$ cat src/rtl/odiv_pkg.sv
package odiv_pkg;
    // width of the ratio select code
    localparam int CODE_W   = 2;
    // number of selectable phases (input clock plus divided ones)
    localparam int N_PHASE  = 1 << CODE_W;
    // counter bits needed for the slowest ratio
    localparam int CNT_W    = N_PHASE - 1;

    typedef logic [CODE_W-1:0] code_t;
    typedef logic [CNT_W-1:0]  cnt_t;

    // configuration that is actually in force
    typedef struct packed {
        code_t code;
        logic  en;
    } cfg_t;

    // after reset: slowest ratio, outputs running
    localparam cfg_t CFG_RESET = '{code: {CODE_W{1'b1}}, en: 1'b1};
endpackage

$ cat src/rtl/odiv_phase_ctr.sv
module odiv_phase_ctr
    import odiv_pkg::*;
(
    input  logic clk_i,
    input  logic rst_ni,
    output cnt_t cnt_o
);
    typedef struct packed {
        cnt_t cnt;
    } ctr_state_t;

    ctr_state_t st_d, st_q;

    always_comb begin
        st_d     = st_q;
        st_d.cnt = st_q.cnt + cnt_t'(1);
    end

    always_ff @(posedge clk_i or negedge rst_ni) begin
        if (!rst_ni) begin
            st_q <= '0;
        end else begin
            st_q <= st_d;
        end
    end

    assign cnt_o = st_q.cnt;
endmodule

$ cat src/rtl/odiv_cfg_capture.sv
module odiv_cfg_capture
    import odiv_pkg::*;
(
    input  logic  clk_i,
    input  logic  rst_ni,
    input  cnt_t  cnt_i,
    input  code_t code_i,
    input  logic  en_i,
    output cfg_t  cfg_o
);
    typedef struct packed {
        cfg_t cfg;
    } cap_state_t;

    cap_state_t st_d, st_q;
    logic       window_open;

    // all divided phases are low during the count-zero cycle, and the
    // input clock has just fallen at the falling edge inside it
    assign window_open = (cnt_i == '0);

    always_comb begin
        st_d = st_q;
        if (window_open) begin
            st_d.cfg.code = code_i;
            st_d.cfg.en   = en_i;
        end
    end

    always_ff @(negedge clk_i or negedge rst_ni) begin
        if (!rst_ni) begin
            st_q.cfg <= CFG_RESET;
        end else begin
            st_q <= st_d;
        end
    end

    assign cfg_o = st_q.cfg;
endmodule

$ cat src/rtl/odiv_out_sel.sv
module odiv_out_sel
    import odiv_pkg::*;
(
    input  logic clk_i,
    input  cnt_t cnt_i,
    input  cfg_t cfg_i,
    output logic true_o,
    output logic comp_o
);
    logic [N_PHASE-1:0] phase_p;
    logic [N_PHASE-1:0] phase_n;

    // phase 0 is the input clock itself, phase k is counter bit k-1
    generate
        for (genvar k = 0; k < N_PHASE; k++) begin : g_phase
            if (k == 0) begin : g_direct
                assign phase_p[k] = clk_i;
                assign phase_n[k] = ~clk_i;
            end else begin : g_counted
                assign phase_p[k] = cnt_i[k-1];
                assign phase_n[k] = ~cnt_i[k-1];
            end
        end
    endgenerate

    // separate select paths so neither output is a delayed copy of the other
    always_comb begin
        true_o = 1'b0;
        comp_o = 1'b1;
        if (cfg_i.en) begin
            true_o = phase_p[cfg_i.code];
            comp_o = phase_n[cfg_i.code];
        end
    end
endmodule

$ cat src/rtl/pow2_clk_divider.sv
module pow2_clk_divider
    import odiv_pkg::*;
(
    input  logic              clk_i,
    input  logic              rst_ni,
    input  logic [CODE_W-1:0] div_code_i,
    input  logic              out_en_i,
    output logic              clk_o,
    output logic              clk_no
);
    cnt_t cnt_w;
    cfg_t cfg_w;

    odiv_phase_ctr u_ctr (
        .clk_i  (clk_i),
        .rst_ni (rst_ni),
        .cnt_o  (cnt_w)
    );

    odiv_cfg_capture u_cap (
        .clk_i  (clk_i),
        .rst_ni (rst_ni),
        .cnt_i  (cnt_w),
        .code_i (div_code_i),
        .en_i   (out_en_i),
        .cfg_o  (cfg_w)
    );

    odiv_out_sel u_sel (
        .clk_i  (clk_i),
        .cnt_i  (cnt_w),
        .cfg_i  (cfg_w),
        .true_o (clk_o),
        .comp_o (clk_no)
    );
endmodule

$ cat config.mk
export PLATFORM = sky130hd
export DESIGN_NAME = pow2_clk_divider
export DESIGN_NICKNAME = d
export VERILOG_FILES = /design/src/rtl/odiv_pkg.sv /design/src/rtl/odiv_phase_ctr.sv /design/src/rtl/odiv_cfg_capture.sv /design/src/rtl/odiv_out_sel.sv /design/src/rtl/pow2_clk_divider.sv
export SDC_FILE = /design/constraint.sdc
export NUM_CORES = 1
export LEC_CHECK = 0
export BUFFER_PORTS_ARGS = -buffer_cell sky130_fd_sc_hd__clkbuf_2
export CORE_AREA = 2 2 39 41
export DETAILED_ROUTE_END_ITERATION = 6
export DIE_AREA = 0 0 41 43
export GPL_TIMING_DRIVEN = 0
export SYNTH_ARGS = -nofsm -noshare
export SYNTH_HDL_FRONTEND = slang
export SYNTH_HIERARCHICAL = 1
export SYNTH_SLANG_ARGS = --single-unit
$ cat constraint.sdc
create_clock -name clk_i -period 1.8 [get_ports clk_i]
set_clock_uncertainty 0.2 [all_clocks]
set_input_delay 0.36 -clock clk_i [delete_from_list [all_inputs] [get_ports clk_i]]
set_output_delay 0.36 -clock clk_i [all_outputs]
set_load 0.005 [all_outputs]
* Word-level counts from Yosys, hierarchy flattened
Cells that the tools add are included.
** Storage, ports and cells
- Bits in registers :: 6
- Bits in latches :: 0
- Memory bits (writable) :: 0
- Memory bits (read-only) :: 0
- Bits of input ports :: 5
- Output and inout port bits :: 2
- Logic and storage cells :: 16
- Memories :: 0
** Operators by class
- Add/subtract/negate cells :: 1
- Multiply operators :: 0
- Div/mod/pow operators :: 0
- Magnitude comparators :: 1
- Eq/ne operators :: 0
- Shifts and indexed selects :: 0
- Mux-type cells :: 6
- Bitwise gates (word level) :: 4
- Reductions and logical operators :: 1
** Operators with widths (number)
- $bmux W1 S2 :: 2
- $mux W1 :: 4
- $not A1 Y1 :: 4
- $add A3 B1 Y3 const B :: 1
- $logic_not A3 Y1 :: 1
- $lt A2 B3 Y1 const B :: 1

* Depth between registers and ports, before layout
Gate-level depths: netlist of run 1.
- Depth after elaboration :: 4
- Mapped depth :: 2

* Hierarchy
Netlist of run 1, hierarchy kept.
** Modules (own cells, without submodules)
- odiv_cfg_capture :: times used 1, cells each 8, area each 126.4 µm², sequential area each 78.8 µm²
- odiv_phase_ctr :: times used 1, cells each 6, area each 100.1 µm², sequential area each 75.1 µm²
- odiv_out_sel :: times used 1, cells each 3, area each 32.5 µm², sequential area each 0.0 µm²

==> results.md, run 1 <==
* Net count after synthesis at 23
* CP max stage delay at 0.54 ns
* Failing checks: setup timing
* Floorplan die area at 1760 um^2
* Critical Path Slowest Stage Cell: sky130_fd_sc_hd__mux4_2
* Horizontal die dimension at 41 um
* Cell-by-cell trace of the critical path: mux4_2 -> buf_6 -> and2_4 -> clkbuf_2
* Area share of and/or/nand/nor cells after synthesis at 7.73%
* Average instance area after synthesis at 15.2 um^2
* Maximum net fanout on the critical path at 2
* Status: complete, but fails checks
* Most used flip-flop cell after synthesis: sky130_fd_sc_hd__dfstp_2
* Area growth syn-to-layout at 80.2%
* Type of element launching the critical path: flop
* RSZ-0062 raised after global routing: true
* Largest net degree at the start of global routing at 7
* Height of the die at 43 um
* Share of synthesized area spent on multiplexers at 21.7%
* Complex-gate fraction of the synthesized area at 0%
* Area leader, netlist: sky130_fd_sc_hd__dfstp_2
* Synth async-reset ratio at 100%
* Number of remaining DRC errors at 0
* Cell leakage power at 0.246 nW
* Number of antenna-violating nets in the routed design at 0
* Number of endpoints with negative hold slack in the final report at 0
* Summed area of non-filler cells in the final layout at 467 um^2
* Post-route worst setup slack at -1.53 ns
* Detailed-router iteration count before antenna repair at 2
* Cell area after placement at 325 um^2
* Cell area after synthesis at 259 um^2
* Total number of vias at 235
* Post-synthesis sequential element count at 6
* Share of post-route cells with drive strength above 1 at 73.8%
* Buffers plus inverters on the worst setup path at 2
* Setup CP Type: flop to output port
* Setup crit end kind: output port
* Top cell type's share of synthesized area at 30.4%
* Worst path required time at 1.24 ns
* I/O Pins at 7
* Number of max-cap violations at 0
* Type of the most critical hold path: input pin to async pin
* Transition at the pin with the smallest max-transition slack at 0.236 ns
* Main combinational cell family by area after synthesis: multiplexers
* Final max-slew violation count at 0
* Number of different library cells in the post-synthesis netlist at 10
* All-Layer GR Usage at 13.3%
* Initial Util at 18.7%
* Kind of cell with the highest combined delay on the critical path: multiplexers
* Total grt overflow at 0
* Fillcell total at 147
* Total Routed Length at 743 um
* Core utilization of the finished layout at 33.7%
* Number of enable-type register cells in the synthesized netlist at 0
* Commonest cells post-synth: sky130_fd_sc_hd__dfrtp_1, sky130_fd_sc_hd__dfstp_2, sky130_fd_sc_hd__mux2_2, sky130_fd_sc_hd__inv_1
* Routed length per instance at 12.8 um
* Adder-cell area share of the yosys netlist at 4.83%
* Antenna fix cells at 0
* Vias in the first global route at 308
* Rel. slew slack at 84.2%
* Vias per std cell at 4.05
* CTS tree: yes
* Largest cells by area after synthesis: sky130_fd_sc_hd__dfstp_2, sky130_fd_sc_hd__dfrtp_1, sky130_fd_sc_hd__mux2_2
* First-pass GRT wire length at 1170 um
* Worst voltage drop across the vdd grid at 0.575 mV
* Insertion delay to the later sink of the worst-skew pair at 0.36 ns
* Post-DP HPWL at 340 um
* Final Net Count at 48
* CP arrival at 2.77 ns
* Finish-stage setup viols at 7
* Clock transition at the register clock pins on the worst setup and hold paths after CTS at 0.05 ns
* Register area share after synthesis at 59.4%
* Total power per unit cell area at 1260 nW/um^2
* Standard-cell rows at 14
* Post-Synthesis Cells at 17
* Number of DRC violations after detailed-routing iteration 0 at 1
* Antenna violations before repair at 0
* Placeable core area at 1380 um^2
* IO buf count at 6
* Worst hold slack after final layout at 0.168 ns
* Final Wtd Congestion at 0.540
* Synth Area in XOR/XNOR at 3.38%
* Fin Setup TNS at -3.98 ns
* Synthesis warning total at 6
[stage by stage]
stage	std cells	total power, mW	setup WS [ns]
finish	58	0.587	-1.53
global route	58	0.640	-1.59
CTS	57	0.606	-1.57
detailed placement	39	0.202	-0.921
floorplan	17	0.187	-0.819
global placement	39	0.201	-0.921
[layout by cell type (no fill, tap or decap)]
master                          instances
sky130_fd_sc_hd__nor3_4                 1
sky130_fd_sc_hd__dlygate4sd3_1          1
sky130_fd_sc_hd__clkbuf_1               2
sky130_fd_sc_hd__and2_4                 1
sky130_fd_sc_hd__dfrtp_1                2
sky130_fd_sc_hd__ha_1                   1
sky130_fd_sc_hd__buf_4                  3
sky130_fd_sc_hd__mux4_2                 1
sky130_fd_sc_hd__clkbuf_4              10
sky130_fd_sc_hd__nand2_2                1
sky130_fd_sc_hd__buf_6                  1
sky130_fd_sc_hd__clkbuf_2               6
sky130_fd_sc_hd__inv_1                  4
sky130_fd_sc_hd__mux2_4                 3
sky130_fd_sc_hd__xor2_1                 1
sky130_fd_sc_hd__dfstp_2                3
sky130_fd_sc_hd__dfrtp_2                1
[cells by family (layout without fill, tap and decap cells)]
group | Yosys count | after routing
simple gates | 3 | 3
flops | 6 | 6
mux | 4 | 4
xor+xnor | 1 | 1
fa+ha+maj | 1 | 1
buf+inv | 2 | 27
[metal layers]
layer	up-vias	GRT usage (%)	share of wire, %
met3	0	17.3	12
met1	114	9.93	41
met2	15	11.3	47
met4	0	21.3	0
met5	-	0	0
li1	106	-	-
[final timing paths]
path	cells past startpoint	slack (ns)	from	endpoint
worst max-delay path	4	-1.53	u_cap/cfg_o[1]	clk_o
worst min-delay path	2	0.17	rst_ni	u_ctr/cnt_o[1]
worst max register to register	2	-0.33	u_ctr/cnt_o[0]	u_cap/cfg_o[0]
worst min register to register	1	0.37	u_ctr/cnt_o[2]	u_ctr/cnt_o[2]
max in group asynchronous	2	0.17	rst_ni	u_cap/cfg_o[0]
min in group clk_i	1	0.37	u_ctr/cnt_o[2]	u_ctr/cnt_o[2]
[where the power goes]
part,switching (mW),leakage [nW],internal [mW]
Sequential,0.00268,0.0691,0.142
Combinational,0.00601,0.0842,0.0102
Clock,0.141,0.0924,0.286
Total,0.149,0.246,0.438
[registers in the layout (all words and copies together), names as in the netlist]
register     count
u_cap/cfg_o      3
u_ctr/cnt_o      3
[worst register-to-register path, cell delays in order, from the launching register on]
cell                      delay [ns]
sky130_fd_sc_hd__dfrtp_2        0.43
sky130_fd_sc_hd__nor3_4         0.27
sky130_fd_sc_hd__mux2_4         0.33
[layout make-up]
type	count	area, um^2	share of cell area, %
Clock buffer	15	104	22.3
Clock inverter	3	11.3	2.41
Timing Repair Buffer	8	52.6	11.3
Inverter	1	3.75	0.804
Multi-Input combinational cell	9	120	25.7
Sequential cell	6	155	33.2
Tap cell	16	20.0	4.29
[timing repair]
action	CTS	global route
gates cloned	0	0
hold endpoints to repair	3	0
pin swaps	2	1
buffers inserted	2	1
setup endpoints to repair	7	7
hold buffers	1	0
gates resized for setup	3	2
Note: power is estimated with default switching activity, not from simulation.
==> inputs of run 2 (changes only) <==
clock period = 3.18 ns   (was 1.8 ns; I/O delays follow)
==> run 2 against run 1 <==
Effect of this change:
- the run still ends with setup timing left
- clock power fell by 46%
- final cell count down 5.2%
- register-to-register slack better by 0.64 ns
- largest power group unchanged
- critical path type unchanged
- non-clock buffer count fell by 3
- combinational power shrank 60%
- core utilization shrank 3.0 points
- critical path depth is the same
==> results.md, run 2 (synthesized netlist as in run 1, its figures left out) <==
* Status: complete, but fails checks
* Failing checks: setup timing
* Summed area of non-filler cells in the final layout at 425 um^2
* Detail Route met2 WL at 287 um
* Wire length on met1 at 239 um
* Number of buffers inserted by post-CTS setup repair at 0
* Fillcell total at 148
* Placeable core area at 1380 um^2
* Cell leakage power at 0.222 nW
* Setup CP Type: flop to output port
* All-Layer GR Usage at 10.5%
* Cell area after placement at 312 um^2
* Horizontal die dimension at 41 um
* I/O Pins at 7
* Setup crit end kind: output port
* Finish-stage setup viols at 4
* Transition at the pin with the smallest max-transition slack at 0.254 ns
* CP arrival at 3.44 ns
* Total Routed Length at 612 um
* Insertion delay to the later sink of the worst-skew pair at 0.36 ns
* Maximum net fanout on the critical path at 2
* Number of antenna-violating nets in the routed design at 0
* RSZ-0062 raised after global routing: true
* Share of post-route cells with drive strength above 1 at 69.2%
* Initial Util at 18.7%
* IO buf count at 6
* Antenna fix cells at 0
* Number of max-cap violations at 0
* Highest routed layer: met4
* Total number of vias at 210
* Number of endpoints with negative hold slack in the final report at 0
* Area growth syn-to-layout at 64.3%
* Number of DRC violations after detailed-routing iteration 0 at 0
* Final max-slew violation count at 0
* Clock transition at the register clock pins on the worst setup and hold paths after CTS at 0.05 ns
* Detailed-router iteration count before antenna repair at 1
* First-pass GRT wire length at 938 um
* Most common cell after layout, fill and taps aside: sky130_fd_sc_hd__clkbuf_4
* Number of remaining DRC errors at 0
* Rel. slew slack at 83.0%
* Total power per unit cell area at 752 nW/um^2
* Routed length per instance at 11.1 um
* Final Wtd Congestion at 0.548
* Type of the most critical hold path: flop to flop
* Worst hold slack after final layout at 0.322 ns
* Total grt overflow at 0
* Detail Route met3 WL at 75 um
* Type of element launching the critical path: flop
* Vias per std cell at 3.82
* Worst path required time at 2.34 ns
* Final Net Count at 45
* Worst voltage drop across the vdd grid at 0.291 mV
* Height of the die at 43 um
* Vias in the first global route at 295
* Standard-cell rows at 14
* Largest net degree at the start of global routing at 7
* Post-route worst setup slack at -1.10 ns
* Most frequent cells in the layout: sky130_fd_sc_hd__clkbuf_4, sky130_fd_sc_hd__clkbuf_2, sky130_fd_sc_hd__inv_1
* Antenna violations before repair at 0
* CTS tree: yes
* Floorplan die area at 1760 um^2
==> run 2: changes by cell type in the layout (fill, tap and decap cells not counted) <==
| cell | delta |
|---|---|
| sky130_fd_sc_hd__buf_4 | -3 |
| sky130_fd_sc_hd__mux2_2 | +3 |
| sky130_fd_sc_hd__mux2_4 | -3 |
| sky130_fd_sc_hd__dfrtp_1 | +1 |
| sky130_fd_sc_hd__dfrtp_2 | -1 |
| sky130_fd_sc_hd__nor3_2 | +1 |
| sky130_fd_sc_hd__nor3_4 | -1 |
==> run 2: final timing paths <==
check                                from             end  slack, ns  cells after the start
min in group asynchronous          rst_ni  u_ctr/cnt_o[2]       0.43                      2
max                        u_cap/cfg_o[1]           clk_o      -1.10                      4
max reg2reg                u_ctr/cnt_o[1]  u_cap/cfg_o[0]       0.31                      2
max in group asynchronous          rst_ni  u_cap/cfg_o[1]       0.59                      2
min reg2reg                u_ctr/cnt_o[0]  u_ctr/cnt_o[0]       0.32                      1
min                        u_ctr/cnt_o[0]  u_ctr/cnt_o[0]       0.32                      1
==> run 2: layout make-up <==
class,instances,area (um^2),share of cell area [%]
clock buffers,15,104,24.4
clock inverters,3,11.3,2.65
repair buffers,5,30.0,7.06
well taps,16,20.0,4.71
multi-input cells,9,103,24.1
inverters,1,3.75,0.882
flip-flops and latches,6,154,36.2
==> run 2: stage by stage <==
step	setup TNS [ns]	std cells	power (mW)	util (%)	worst slack (ns)
after CTS	-2.20	55	0.330	30.5	-1.14
final	-2.14	55	0.320	30.7	-1.10
after global placement	-0.946	39	0.113	22.5	-0.506
after detailed placement	-0.955	39	0.113	22.5	-0.511
after global routing	-2.26	55	0.351	30.7	-1.16
after floorplan	-0.750	17	0.105	-	-0.405
==> run 2: repair_timing <==
action                                  in CTS  in global routing
pin swaps                                    1                  0
cloned                                       0                  0
gates resized for setup                      1                  2
endpoints found under the setup margin       4                  4
hold endpoints to repair                     3                  0
hold buffers                                 1                  0
==> run 2: power by group <==
part           switching [mW]  internal [mW]  leakage (nW)
combinational         0.00257        0.00391        0.0602
sequential            0.00154         0.0803        0.0694
clock                  0.0705          0.161        0.0924
total                  0.0746          0.245         0.222
==> run 2: worst max-delay path: stages (launching register included) <==
cell                       delay, ns
sky130_fd_sc_hd__dfstp_2        0.53
sky130_fd_sc_hd__mux4_2         0.54
sky130_fd_sc_hd__buf_6          0.14
sky130_fd_sc_hd__and2_4         0.12
sky130_fd_sc_hd__clkbuf_2       0.10
==> run 2: routing by layer <==
metal | vias up | GRT usage, %
li1 | 101 | -
met1 | 96 | 6.60
met2 | 10 | 8.44
met3 | 3 | 15.7
met4 | 0 | 18.0
met5 | - | 0
